**src/rtl/traffic_injector_pkg.sv**
```systemverilog
package traffic_injector_pkg;

  typedef enum logic [2:0] {
    PAT_UNIFORM    = 3'd0,
    PAT_COMPLEMENT = 3'd1,
    PAT_REVERSE    = 3'd2,
    PAT_SHUFFLE    = 3'd3,
    PAT_TRANSPOSE  = 3'd4,
    PAT_NEIGHBOR   = 3'd5,
    PAT_TORNADO    = 3'd6,
    PAT_NONE       = 3'd7
  } pattern_e;

  localparam logic [1:0] CLASS_READ  = 2'd0;
  localparam logic [1:0] CLASS_FETCH = 2'd1;
  localparam logic [1:0] CLASS_WRITE = 2'd2;
  localparam logic [1:0] CLASS_BAD   = 2'd3;

  // strobes from control to datapath
  typedef struct packed {
    logic draw;   // advance the random source
    logic load;   // capture a new packet
  } ctlStrobes_t;

endpackage

```
**src/rtl/traffic_injector_dp.sv**
```systemverilog
module traffic_injector_dp
  import traffic_injector_pkg::*;
#(
  parameter int          RADIX_BITS   = 2,
  parameter int          BLOCK_OFFSET = 6,
  parameter int          ADDR_W       = 32,
  parameter int          PRECISION    = 2,
  parameter logic [15:0] SEED         = 16'hACE1,
  localparam int NODE_W = 2 * RADIX_BITS,
  localparam int RANGE  = 10 ** PRECISION,
  localparam int RATE_W = $clog2(RANGE + 1)
) (
  input  logic              clk,
  input  logic              rst_n,
  input  logic [NODE_W-1:0] nodeId,
  input  pattern_e          pattern,
  input  logic [1:0]        reqClass,
  input  logic              singleDestEn,
  input  logic [NODE_W-1:0] destCfg,
  input  ctlStrobes_t       strobes,
  output logic [RATE_W-1:0] drawVal,
  output logic              patternOk,
  output logic [NODE_W-1:0] pktDest,
  output logic [ADDR_W-1:0] pktAddr,
  output logic [1:0]        pktClass
);

  localparam int NUM_NODES = 1 << NODE_W;
  localparam int RADIX     = 1 << RADIX_BITS;
  localparam logic [RADIX_BITS-1:0] TORN_OFS = RADIX_BITS'(RADIX / 2 - 1);
  localparam logic [15:0] LFSR_TAPS = 16'hB400;

  // random source
  logic [15:0] lfsr;
  logic [15:0] seedVal;
  logic [15:0] drawFull;

  assign seedVal = SEED ^ 16'(nodeId);

  always_ff @(posedge clk) begin
    if (!rst_n)
      lfsr <= (seedVal == 16'h0) ? 16'h1 : seedVal;
    else if (strobes.draw)
      lfsr <= {1'b0, lfsr[15:1]} ^ (lfsr[0] ? LFSR_TAPS : 16'h0);
  end

  assign drawFull = lfsr % 16'(RANGE);
  assign drawVal  = RATE_W'(drawFull);

  // pattern arithmetic
  logic [RADIX_BITS-1:0] srcX, srcY, neighX, tornX;
  logic [NODE_W-1:0]     revId, shufId, patDest, destNext;
  logic [NODE_W:0]       shufWide;

  assign srcX   = nodeId[RADIX_BITS-1:0];
  assign srcY   = nodeId[NODE_W-1:RADIX_BITS];
  assign neighX = srcX + RADIX_BITS'(1);
  assign tornX  = srcX + TORN_OFS;

  for (genvar g = 0; g < NODE_W; g++) begin : gRev
    assign revId[g] = nodeId[NODE_W-1-g];
  end

  assign shufWide = {nodeId, 1'b0} - (NODE_W+1)'(NUM_NODES - 1);
  assign shufId   = nodeId[NODE_W-1] ? shufWide[NODE_W-1:0]
                                     : {nodeId[NODE_W-2:0], 1'b0};

  always_comb begin
    patternOk = 1'b1;
    case (pattern)
      PAT_UNIFORM:    patDest = lfsr[15 -: NODE_W];
      PAT_COMPLEMENT: patDest = {~srcY, ~srcX};
      PAT_REVERSE:    patDest = revId;
      PAT_SHUFFLE:    patDest = shufId;
      PAT_TRANSPOSE:  patDest = {srcX, srcY};
      PAT_NEIGHBOR:   patDest = {srcY, neighX};
      PAT_TORNADO:    patDest = {srcY, tornX};
      default: begin
        patDest   = '0;
        patternOk = 1'b0;
      end
    endcase
  end

  assign destNext = singleDestEn ? destCfg : patDest;

  // packet registers
  always_ff @(posedge clk) begin
    if (!rst_n) begin
      pktDest  <= '0;
      pktAddr  <= '0;
      pktClass <= '0;
    end else if (strobes.load) begin
      pktDest  <= destNext;
      pktAddr  <= ADDR_W'(destNext) << BLOCK_OFFSET;
      pktClass <= reqClass;
    end
  end

endmodule

```
**src/rtl/traffic_injector_ctl.sv**
```systemverilog
module traffic_injector_ctl
  import traffic_injector_pkg::*;
#(
  parameter int NODE_W = 4,
  parameter int RATE_W = 7
) (
  input  logic              clk,
  input  logic              rst_n,
  input  logic [RATE_W-1:0] drawVal,
  input  logic [RATE_W-1:0] injRate,
  input  logic [1:0]        reqClass,
  input  logic              patternOk,
  input  logic              singleSenderEn,
  input  logic [NODE_W-1:0] senderId,
  input  logic [NODE_W-1:0] nodeId,
  input  logic              pktReady,
  output ctlStrobes_t       strobes,
  output logic              pktValid
);

  logic slotFree, rateOk, senderOk, classOk, fire;

  assign slotFree = !pktValid || pktReady;
  assign rateOk   = drawVal < injRate;
  assign senderOk = !singleSenderEn || (senderId == nodeId);
  assign classOk  = reqClass != CLASS_BAD;
  assign fire     = slotFree && rateOk && senderOk && classOk && patternOk;

  assign strobes.draw = slotFree;
  assign strobes.load = fire;

  always_ff @(posedge clk) begin
    if (!rst_n)
      pktValid <= 1'b0;
    else if (slotFree)
      pktValid <= fire;
  end

endmodule

```
**src/rtl/traffic_injector.sv**
```systemverilog
module traffic_injector
  import traffic_injector_pkg::*;
#(
  parameter int          RADIX_BITS   = 2,
  parameter int          BLOCK_OFFSET = 6,
  parameter int          ADDR_W       = 32,
  parameter int          PRECISION    = 2,
  parameter logic [15:0] SEED         = 16'hACE1,
  localparam int NODE_W = 2 * RADIX_BITS,
  localparam int RATE_W = $clog2(10 ** PRECISION + 1)
) (
  input  logic              clk,
  input  logic              rst_n,
  input  logic [NODE_W-1:0] nodeId,
  input  logic [2:0]        pattern,
  input  logic [1:0]        reqClass,
  input  logic [RATE_W-1:0] injRate,
  input  logic              singleSenderEn,
  input  logic [NODE_W-1:0] senderId,
  input  logic              singleDestEn,
  input  logic [NODE_W-1:0] destCfg,
  output logic              pktValid,
  input  logic              pktReady,
  output logic [NODE_W-1:0] pktDest,
  output logic [ADDR_W-1:0] pktAddr,
  output logic [1:0]        pktClass
);

  ctlStrobes_t       strobes;
  logic [RATE_W-1:0] drawVal;
  logic              patternOk;

  traffic_injector_dp #(
    .RADIX_BITS(RADIX_BITS), .BLOCK_OFFSET(BLOCK_OFFSET),
    .ADDR_W(ADDR_W), .PRECISION(PRECISION), .SEED(SEED)
  ) uDp (
    .clk(clk), .rst_n(rst_n), .nodeId(nodeId),
    .pattern(pattern_e'(pattern)), .reqClass(reqClass),
    .singleDestEn(singleDestEn), .destCfg(destCfg), .strobes(strobes),
    .drawVal(drawVal), .patternOk(patternOk),
    .pktDest(pktDest), .pktAddr(pktAddr), .pktClass(pktClass)
  );

  traffic_injector_ctl #(.NODE_W(NODE_W), .RATE_W(RATE_W)) uCtl (
    .clk(clk), .rst_n(rst_n), .drawVal(drawVal), .injRate(injRate),
    .reqClass(reqClass), .patternOk(patternOk),
    .singleSenderEn(singleSenderEn), .senderId(senderId), .nodeId(nodeId),
    .pktReady(pktReady), .strobes(strobes), .pktValid(pktValid)
  );

endmodule

```
**config.mk**
```make
export PLATFORM = sky130hd
export DESIGN_NAME = traffic_injector
export DESIGN_NICKNAME = d
export VERILOG_FILES = /design/src/rtl/traffic_injector_pkg.sv /design/src/rtl/traffic_injector_dp.sv /design/src/rtl/traffic_injector_ctl.sv /design/src/rtl/traffic_injector.sv
export SDC_FILE = /design/constraint.sdc
export NUM_CORES = 1
export LEC_CHECK = 0
export BUFFER_PORTS_ARGS = -buffer_cell sky130_fd_sc_hd__buf_2
export CORE_MARGIN = 2
export CORE_UTILIZATION = 50
export CTS_BUF_LIST = sky130_fd_sc_hd__clkbuf_8
export CTS_CLUSTER_DIAMETER = 80
export CTS_CLUSTER_SIZE = 24
export DETAILED_ROUTE_END_ITERATION = 12
export GPL_ROUTABILITY_DRIVEN = 0
export MAX_ROUTING_LAYER = met4
export PLACE_DENSITY = 0.8
export SLEW_MARGIN = 20
export SYNTH_ARGS = -nofsm -noshare
export SYNTH_HDL_FRONTEND = slang
export SYNTH_HIERARCHICAL = 1
export SYNTH_SLANG_ARGS = --single-unit
```
**constraint.sdc**
```tcl
create_clock -name clk -period 9.9 [get_ports clk]
set_input_delay 1.98 -clock clk [delete_from_list [all_inputs] [get_ports clk]]
set_output_delay 1.98 -clock clk [all_outputs]
set_load 0.05 [all_outputs]
```
== Word-level counts from Yosys, hierarchy flattened ==
Index checks and enable logic that the tools add are counted.

* $add $sub $neg: 2
* Bitwise gates (word level): 4
* Order comparisons: 1
* Divide/modulo/power cells: 1
* Equal/unequal tests: 9
* Mux-type cells: 8
* Reductions and logical operators: 12

{| class="wikitable"
|+ Operator list
! cell !! count
|-
| two-way mux 16 bit || 4
|-
| case mux 4 bit (6 select lines) || 1
|-
| logical NOT 16 bit || 1
|-
| modulo 16 x 7 -> 16 bit, second input constant || 1
|-
| XOR 15 x 16 -> 16 bit || 1
|-
| == test 3 bit, second input constant || 3
|-
| two-way mux 4 bit || 2
|-
| inverter 1 -> 8 bit || 1
|-
| < comparator 7 bit || 1
|-
| OR reduction 7 bit || 1
|-
| == test 3 x 2 -> 1 bit, second input constant || 2
|-
| == test 4 bit || 1
|-
| logical AND 1 bit || 4
|-
| inverter 2 bit || 2
|-
| subtractor 4 bit, second input constant || 1
|-
| == test 3 x 1 -> 1 bit, second input constant || 1
|-
| logical NOT 3 bit || 1
|-
| adder 2 x 1 -> 2 bit, second input constant || 1
|-
| logical NOT 1 bit || 2
|-
| logical OR 1 bit || 2
|-
| inequality test 2 x 1 -> 1 bit, second input constant || 1
|-
| inequality test 2 bit, second input constant || 1
|-
| OR reduction 2 bit || 1
|-
| two-way mux 1 bit || 1
|}

* Logic and storage cells: 41
* Bits in registers: 23
* Output and inout port bits: 39

== Depth between registers and ports, before layout ==
Gate-level depths: netlist of the first run.

* Depth in word-level cells: 6
* Gate-level depth with buffers: 34

== By module ==
Netlist of the first run, hierarchy kept.

{| class="wikitable"
|+ By module, submodules not included
! module !! area each (sq um) !! cells each !! sequential area each (sq um) !! instances
|-
| traffic_injector_dp || 3583.4 || 442 || 600.6 || 1
|-
| traffic_injector_ctl || 267.8 || 33 || 20.0 || 1
|}

== Worst setup path before layout of the first run ==
OpenSTA, ideal clock, no wires.

* Path kind: register -> register
* From: reg uDp.lfsr[12]
* To: reg uDp.pktAddr[7]
* Path buffers: 3
* Data required time: 9783 ps
* Setup slack: 2744 ps
* Setup time: 117 ps
* Arrival: 7038 ps
* Stages on the path, launching flop included: 31
* Cells stage by stage: edfxtp_1 -> buf_6 -> nor3_4 -> o32ai_2 -> or4_4 -> and3_4 -> or3_1 -> mux2_2 -> nand4_1 -> mux2i_2 -> nor3_2 -> mux2_2 -> nand4b_1 -> a211o_1 -> o32a_4 -> and3_4 -> nor4_4 -> o31ai_4 -> o311a_1 -> a21o_1 -> a21o_1 -> maj3_2 -> xnor2_1 -> ha_1 -> a21oi_1 -> o21ai_1 -> a31oi_2 -> buf_4 -> clkbuf_1 -> mux2i_1 -> nor2b_1

* Longest elaborated chain between the ends: 6

{| class="wikitable"
|+ RTL lines
! what !! line !! text
|-
| from (decl) || traffic_injector_dp.sv:34 || <nowiki>logic [15:0] lfsr;</nowiki>
|-
| from (signal assigned) || traffic_injector_dp.sv:42 || <nowiki>lfsr <= (seedVal == 16'h0) ? 16'h1 : seedVal;</nowiki>
|-
| from (signal assigned) || traffic_injector_dp.sv:44 || <nowiki>lfsr <= {1'b0, lfsr[15:1]} ^ (lfsr[0] ? LFSR_TAPS : 16'h0);</nowiki>
|-
| modulo 16 x 7 -> 16 bit || traffic_injector_dp.sv:47 || <nowiki>assign drawFull = lfsr % 16'(RANGE);</nowiki>
|-
| via drawVal[4] || traffic_injector.sv:30 || <nowiki>logic [RATE_W-1:0] drawVal;</nowiki>
|-
| < comparator 7 bit || traffic_injector_ctl.sv:24 || <nowiki>assign rateOk = drawVal < injRate;</nowiki>
|-
| logical AND 1 bit (4 in series) || traffic_injector_ctl.sv:27 || <nowiki>assign fire = slotFree && rateOk && senderOk && classOk && patternOk;</nowiki>
|-
| via uCtl.fire || traffic_injector_ctl.sv:21 || <nowiki>logic slotFree, rateOk, senderOk, classOk, fire;</nowiki>
|-
| to (signal assigned) || traffic_injector_dp.sv:95 || <nowiki>pktAddr <= ADDR_W'(destNext) << BLOCK_OFFSET;</nowiki>
|-
| to (decl) || traffic_injector_dp.sv:24 || <nowiki>output logic [ADDR_W-1:0] pktAddr,</nowiki>
|}

The timed path passes the listed nets, and every way through them passes these cells.
A chain may end at the register's enable or synchronous reset.

==> results.md, run 1 <==
- Outcome: finished, final reports clean
- Largest net degree at the start of global routing: 30
- Layout cells sized above 1: between 10% and 20%
- CP Capture Type: flop
- Drt pass-1 iters: 5
- Final Max Tran Viols: 0
- DR WL/cell: between 10 and 15 um
- Final-report hold violation count: 0
- Vias in the first global route: around 3100
- WP data required: 10.05 ns
- Postcts setup bufs: 0
- Std cell rows: 32
- Largest family of logic cells by synthesized area: compound AO/OA/AOI/OAI gates
- YS warnings: 6
- Register-to-register setup slack: ~1.3 ns
- Ys async rst share: 0%
- Hold Buf Count CTS: 0
- Number of max-cap violations: 0
- CTS tree: built
- Slew @ Worst Pin: around 0.87 ns
- DIE HEIGHT: about 90 um
- Complex-gate fraction of the synthesized area: about 32%
- Worst reg2reg path depth: 27
- Final Net Count: between 500 and 600
- Skew-Pair Late Insertion Delay: 0.27 ns
- Overflow left after global routing: 0
- Final min period: about 8.6 ns
- Register area share after synthesis: between 10% and 20%
- Top FF cell, synth: edfxtp_1
- First-pass GRT wire length: between 10000 and 15000 um
- CP Data Arrival Time: approximately 8.7 ns
- Drt initial violations: between 200 and 300
- Number of remaining DRC errors: 0
- Die X: approximately 90 um
- DR vias: between 3000 and 4000
- Critical Path Start Type: flop
- Worst Setup Path Type: flop to flop
- Most frequent cells in the layout: buf_2, nand2_1, nor2_1, conb_1
- All-layer global routing usage: 19.91%
- RR Startpoint: uDp/lfsr[15]$_SDFFCE_PN1P_
- FF+latch count, synth: 23
- Clock tree sinks: 23
- Leading cell type in the layout, fill and taps excluded: buf_2
- Hold path depth: 2
- Largest buffer count on any clock path: 2
- # IOs: between 60 and 70
- R2R Path End: uDp/pktClass[0]$_SDFFE_PN0P_
- Die area: about 0.0084 mm^2
- Vias per inst: roughly 6
- Initial antenna violation count: 0
- Worst hold start: uDp/pktClass[1]$_SDFFE_PN0P_
- Routed WL: about 8300 um
- Pre-CTS setup slack: ~1.4 ns
- Hold Path End: uDp/pktClass[1]$_SDFFE_PN0P_
- Final worst-path setup slack: 1.311 ns
- Max FO, Critical Path: 28
- Clk slew on worst S/H paths: 0.08 ns
- Num CTS Buffers: 3
- Hpwl dp: between 6000 and 7000 um
- Final setup TNS: 0 ns
- ANT nets after route: 0
- Synth cell types: between 90 and 100
- H-tree depth: 1
- Tcrit/Tclk final: 86.76%
- Core area: around 0.0076 mm^2
- Relative slew slack: roughly two fifths
- RSZ-0062 raised after global routing: no
- Synth Area in XOR/XNOR: slightly below 4%
- Synth Instances: around 480
- Hold WC Path Type: flop to flop
- Port buffer count: 39
- Worst Clk Skew: ~0.0085 ns
- Mux cell area share after synthesis: 8.090%
- Post_cts resized: 0
- Post-synth EDFFs: 16
- Antenna Cells: 0
- Clk Tree Root Cell: clkbuf_8
- Fmax: between 100 and 150 MHz
- Final setup fails: 0
- Initial Utilization: about 51%
- Syn avg cell area: ~8.1 um^2
- Adder-Cell Fraction of Synth Area: under 10%
- Mapped cell area: between 0.003 and 0.004 mm^2
- Post-Synth Simple-Gate Area: about a quarter
- Synth-to-layout area growth: 0.8446%
routing by layer:
layer,up-vias,GRT usage (%),part of all wire [%]
li1,1728,-,-
met1,1653,26.52,45
met2,136,33.09,48
met3,12,1.726,5.4
met4,0,4.602,1.2
met5,-,-,0
registers in the layout (all words and copies together), names as in the netlist:
name	flops
uDp/lfsr	16
uDp/pktAddr	4
uDp/pktClass	2
uCtl/pktValid	1
how the worst max path moves through the flow:
| stage | end | from |
|---|---|---|
| finish | uDp/pktClass[0]$_SDFFE_PN0P_ | uDp/lfsr[15]$_SDFFCE_PN1P_ |
| floorplan | uDp/pktAddr[7]$_SDFFE_PN0P_ | uDp/lfsr[12]$_SDFFCE_PN0P_ |
| global placement | uDp/pktAddr[7]$_SDFFE_PN0P_ | uDp/lfsr[15]$_SDFFCE_PN1P_ |
| global route | uDp/pktAddr[9]$_SDFFE_PN0P_ | uDp/lfsr[12]$_SDFFCE_PN0P_ |
| detailed placement | uDp/pktClass[0]$_SDFFE_PN0P_ | uDp/lfsr[12]$_SDFFCE_PN0P_ |
| CTS | uDp/pktClass[0]$_SDFFE_PN0P_ | uDp/lfsr[12]$_SDFFCE_PN0P_ |
per-stage QoR:
step / instances / instance area [um^2] / hold WS (ns) / util, %
after global routing: 581 / 3884 / 0.5714 / 51.05
after global placement: 577 / 3839 / 0.4994 / 50.46
after detailed placement: 577 / 3839 / 0.5075 / 50.46
after CTS: 581 / 3884 / 0.5284 / 51.05
after floorplan: 502 / 3953 / 0.5517 / -
final: 581 / 3884 / 0.5295 / 51.05
layout make-up:
cell class / count / area (um^2)
fillers: 724 / 3724
multi-input cells: 393 / 2820
flip-flops and latches: 23 / 620.6
repair buffers: 39 / 195.2
well taps: 102 / 127.6
inverters: 20 / 75.07
clock buffers: 3 / 41.29
clock inverters: 1 / 3.754
synthesized netlist by cell type (all sizes together) (8+ instances only):
library cell / number / area [um^2]
clkbuf: 12 / 45.04
a21o: 9 / 68.82
nand2b: 9 / 56.30
nor2: 30 / 117.6
o211ai: 8 / 65.06
inv: 20 / 75.07
nand2: 35 / 131.4
a211oi: 12 / 107.6
buf: 54 / 391.6
nor2b: 14 / 87.58
xor2: 8 / 70.07
mux2i: 16 / 183.9
and2: 8 / 52.55
mux2: 11 / 127.6
nor3: 10 / 77.57
nand3: 10 / 50.05
edfxtp: 16 / 480.5
xnor2: 9 / 78.83
o21ai: 27 / 135.1
a21oi: 21 / 105.1
cells by family after synthesis:
group | Yosys count
xor+xnor | 17
flops | 23
compound gates | 154
fa+ha+maj | 7
buf+inv | 86
mux | 27
simple gates | 160
other cells | 1
worst max-delay path: stages, from the launching register on:
cell and delay, ns:
edfxtp_1 0.92, o211ai_1 0.23, and4b_1 0.32, or3_1 0.37
o211ai_1 0.29, nand2_1 0.12, a32oi_1 0.63, and3b_1 0.30
a2bb2oi_2 0.28, nor3_2 0.13, a21o_2 0.27, a2111oi_4 0.42
o21ai_1 0.13, mux2i_1 0.64, a21boi_0 0.27, mux2i_2 0.37
o31ai_4 0.17, o311a_1 0.39, a21o_1 0.19, a21o_1 0.21
maj3_2 0.32, xnor2_1 0.18, ha_1 0.27, a21oi_1 0.14
o21ai_1 0.09, a31oi_2 0.50, mux2i_1 0.26, nor2b_1 0.06
Power of run 1 is left out: the tool's default activity adds up to more than one toggle a clock period on the data nets, which glitch-free logic cannot reach.
==> run 2: changes to the inputs <==
--- a/config.mk
+++ b/config.mk
@@ -6,15 +6,18 @@
 export NUM_CORES = 1
 export LEC_CHECK = 0
 export BUFFER_PORTS_ARGS = -buffer_cell sky130_fd_sc_hd__buf_2
+export CELL_PAD_IN_SITES_DETAIL_PLACEMENT = 0
+export CELL_PAD_IN_SITES_GLOBAL_PLACEMENT = 1
+export CORE_ASPECT_RATIO = 1.25
 export CORE_MARGIN = 2
-export CORE_UTILIZATION = 50
+export CORE_UTILIZATION = 44
 export CTS_BUF_LIST = sky130_fd_sc_hd__clkbuf_8
 export CTS_CLUSTER_DIAMETER = 80
 export CTS_CLUSTER_SIZE = 24
 export DETAILED_ROUTE_END_ITERATION = 12
 export GPL_ROUTABILITY_DRIVEN = 0
 export MAX_ROUTING_LAYER = met4
-export PLACE_DENSITY = 0.8
+export PLACE_DENSITY = 0.91
 export SLEW_MARGIN = 20
 export SYNTH_ARGS = -nofsm -noshare
 export SYNTH_HDL_FRONTEND = slang
==> run 2 against run 1 <==
  * Die area rose by 13%
  * Core utilization down 5.6 points
  * Wire length increased by 0.91%
  * Register-to-register slack gained 0.07 ns
  * Via count shrank 2.0%
  * Flip-flop and latch count is the same
  * Clock-buffer cell count unchanged
  * Largest cell class unchanged
==> results.md, run 2 (same netlist as run 1, synthesis figures left out) <==
- Worst Clk Skew: 0.003513 ns (-0.004981 ns)
- Final Net Count: 515 (unchanged)
- Register-to-register setup slack: 1.38 ns (+0.07 ns)
- ANT nets after route: 0 (unchanged)
- # IOs: 68 (unchanged)
- RSZ-0062 raised after global routing: no
- Die area: 0.009522 mm^2 (+13%)
- Tcrit/Tclk final: 86.07% (-0.69 points)
- Top delay family on crit path: compound AO/OA/AOI/OAI gates
- Vias in the first global route: 3100 (-0.77%)
- Hold path depth: 2 (unchanged)
- CP Capture Type: flop
- Drt initial violations: 335 (+24%)
- Final setup fails: 0 (unchanged)
- Num CTS Buffers: 3 (unchanged)
- Hold WC Path Type: flop to flop
- Outcome: finished, final reports clean
- Largest net degree at the start of global routing: 30 (unchanged)
- Layout cells sized above 1: 19.62% (+0.21 points)
- Largest buffer count on any clock path: 2 (unchanged)
- Buf/Inv on CP: 0 (unchanged)
- Routed WL: 8406 um (+0.91%)
- Largest Register: uDp/lfsr
- Fmax: 117.4 MHz (+0.80%)
- Antenna Cells: 0 (unchanged)
- DIE HEIGHT: 108.6 um (+18%)
- Worst reg2reg path depth: 27 (unchanged)
- Final Non-Filler Cells: 599 (+3.1%)
- Stages on the worst setup path: 27 (unchanged)
- Skew-Pair Late Insertion Delay: 0.26 ns (about the same)
- Worst Setup Path Type: flop to flop
- DR vias: 3458 (-2.0%)
- Most frequent cells in the layout: buf_2, nand2_1, nor2_1, conb_1
- Slew @ Worst Pin: 0.8857 ns (+0.01499 ns)
- Initial Utilization: 44.75% (-5.9 points)
- Final setup TNS: 0 ns (unchanged)
- First-pass GRT wire length: 14090 um (+0.34%)
- Metal3 WL: 268 um (-40%)
- All-layer global routing usage: 18.08% (-1.8 points)
- Port buffer count: 39 (unchanged)
- CP Data Arrival Time: 8.68 ns (-0.06 ns)
- Std cell rows: 38 (+19%)
- Clock tree sinks: 23 (unchanged)
- Drt pass-1 iters: 4 (-1)
- Max FO, Critical Path: 29 (+3.6%)
- Clk slew on worst S/H paths: 0.08 ns (about the same)
- Post_cts resized: 0 (unchanged)
- Critical Path Start Type: flop
- Final-report hold violation count: 0 (unchanged)
- Pre-CTS setup slack: 1.501 ns (+0.05321 ns)
- Overflow left after global routing: 0 (unchanged)
- WP data required: 10.05 ns (about the same)
- Crit path top cell by count: a21o_1
- Synth-to-layout area growth: 1.462%
- Relative slew slack: 40.96% (-1.0 points)
- Crit-path slowest cell: edfxtp_1
- Postcts setup bufs: 0 (unchanged)
- Initial antenna violation count: 0 (unchanged)
- Final worst-path setup slack: 1.379 ns (+0.06823 ns)
- Final Max Tran Viols: 0 (unchanged)
- CTS tree: built
- DR WL/cell: 14.03 um (-2.1%)
- Core area: 0.008606 mm^2 (+13%)
- Die X: 87.68 um (-4.5%)
- Hpwl dp: 6346 um (+2.4%)
- Met2 WL: 4163 um (+4.1%)
- Leading cell type in the layout, fill and taps excluded: buf_2
- Max FFs per register: 16 (unchanged)
- Hold Buf Count CTS: 0 (unchanged)
- Clk Tree Root Cell: clkbuf_8
- Dpl cells: 595 (+3.1%)
- Metal-1 WL: 3831 um (+1.2%)
- Number of remaining DRC errors: 0 (unchanged)
- Highest metal used: met4
- Slowest cell delay on critical path: 0.94 ns (+0.02 ns)
- Top flop regs: uDp/lfsr (16), uDp/pktAddr (4), uDp/pktClass (2)
- Vias per inst: 5.773 (-5.0%)
- H-tree depth: 1 (unchanged)
- Number of max-cap violations: 0 (unchanged)
- Final min period: 8.521 ns (-0.06823 ns)
run 2: path summary, 6_finish.rpt:
check,end,start
max,uDp/pktClass[0]$_SDFFE_PN0P_,uDp/lfsr[12]$_SDFFCE_PN0P_
min,uDp/pktClass[0]$_SDFFE_PN0P_,uDp/pktClass[0]$_SDFFE_PN0P_
max reg2reg,uDp/pktClass[0]$_SDFFE_PN0P_,uDp/lfsr[12]$_SDFFCE_PN0P_
min reg2reg,uDp/pktClass[0]$_SDFFE_PN0P_,uDp/pktClass[0]$_SDFFE_PN0P_
run 2: per-layer routing:
| metal | vias up | global-route usage (%) |
|---|---|---|
| li1 | 1728 | - |
| met3 | 16 | 1.527 |
| met2 | 104 | 30.95 |
| met1 | 1610 | 23.12 |
| met5 | - | - |
| met4 | 0 | 3.956 |
run 2: cell type report:
cell class,count,area [um^2]
multi-input combinational,393,2820
sequential,23,620.6
clock buffer,3,41.29
inverter,20,75.07
tap,120,150.1
timing repair buffer,39,195.2
fill,862,4698
clock inverter,1,5.005
run 2: through the flow:
stage / hold WS (ns) / instance area (um^2) / utilization [%]
finish: 0.5386 / 3908 / 45.41
global route: 0.5722 / 3908 / 45.41
global placement: 0.5021 / 3861 / 44.87
detailed placement: 0.5227 / 3861 / 44.87
floorplan: 0.5517 / 3953 / -
CTS: 0.5447 / 3908 / 45.41
run 2: worst reg2reg max path, delay by kind of cell (launching register included):
kind / cells / cell delay (ns)
and+or+nand+nor: 6 / 1.39
AOI/OAI and AO/OA: 14 / 3.73
adders and majority gates: 2 / 0.60
muxes: 4 / 1.63
DFF: 1 / 0.94
xor gates and xnor gates: 1 / 0.13
Power of run 2 is left out for the same reason.
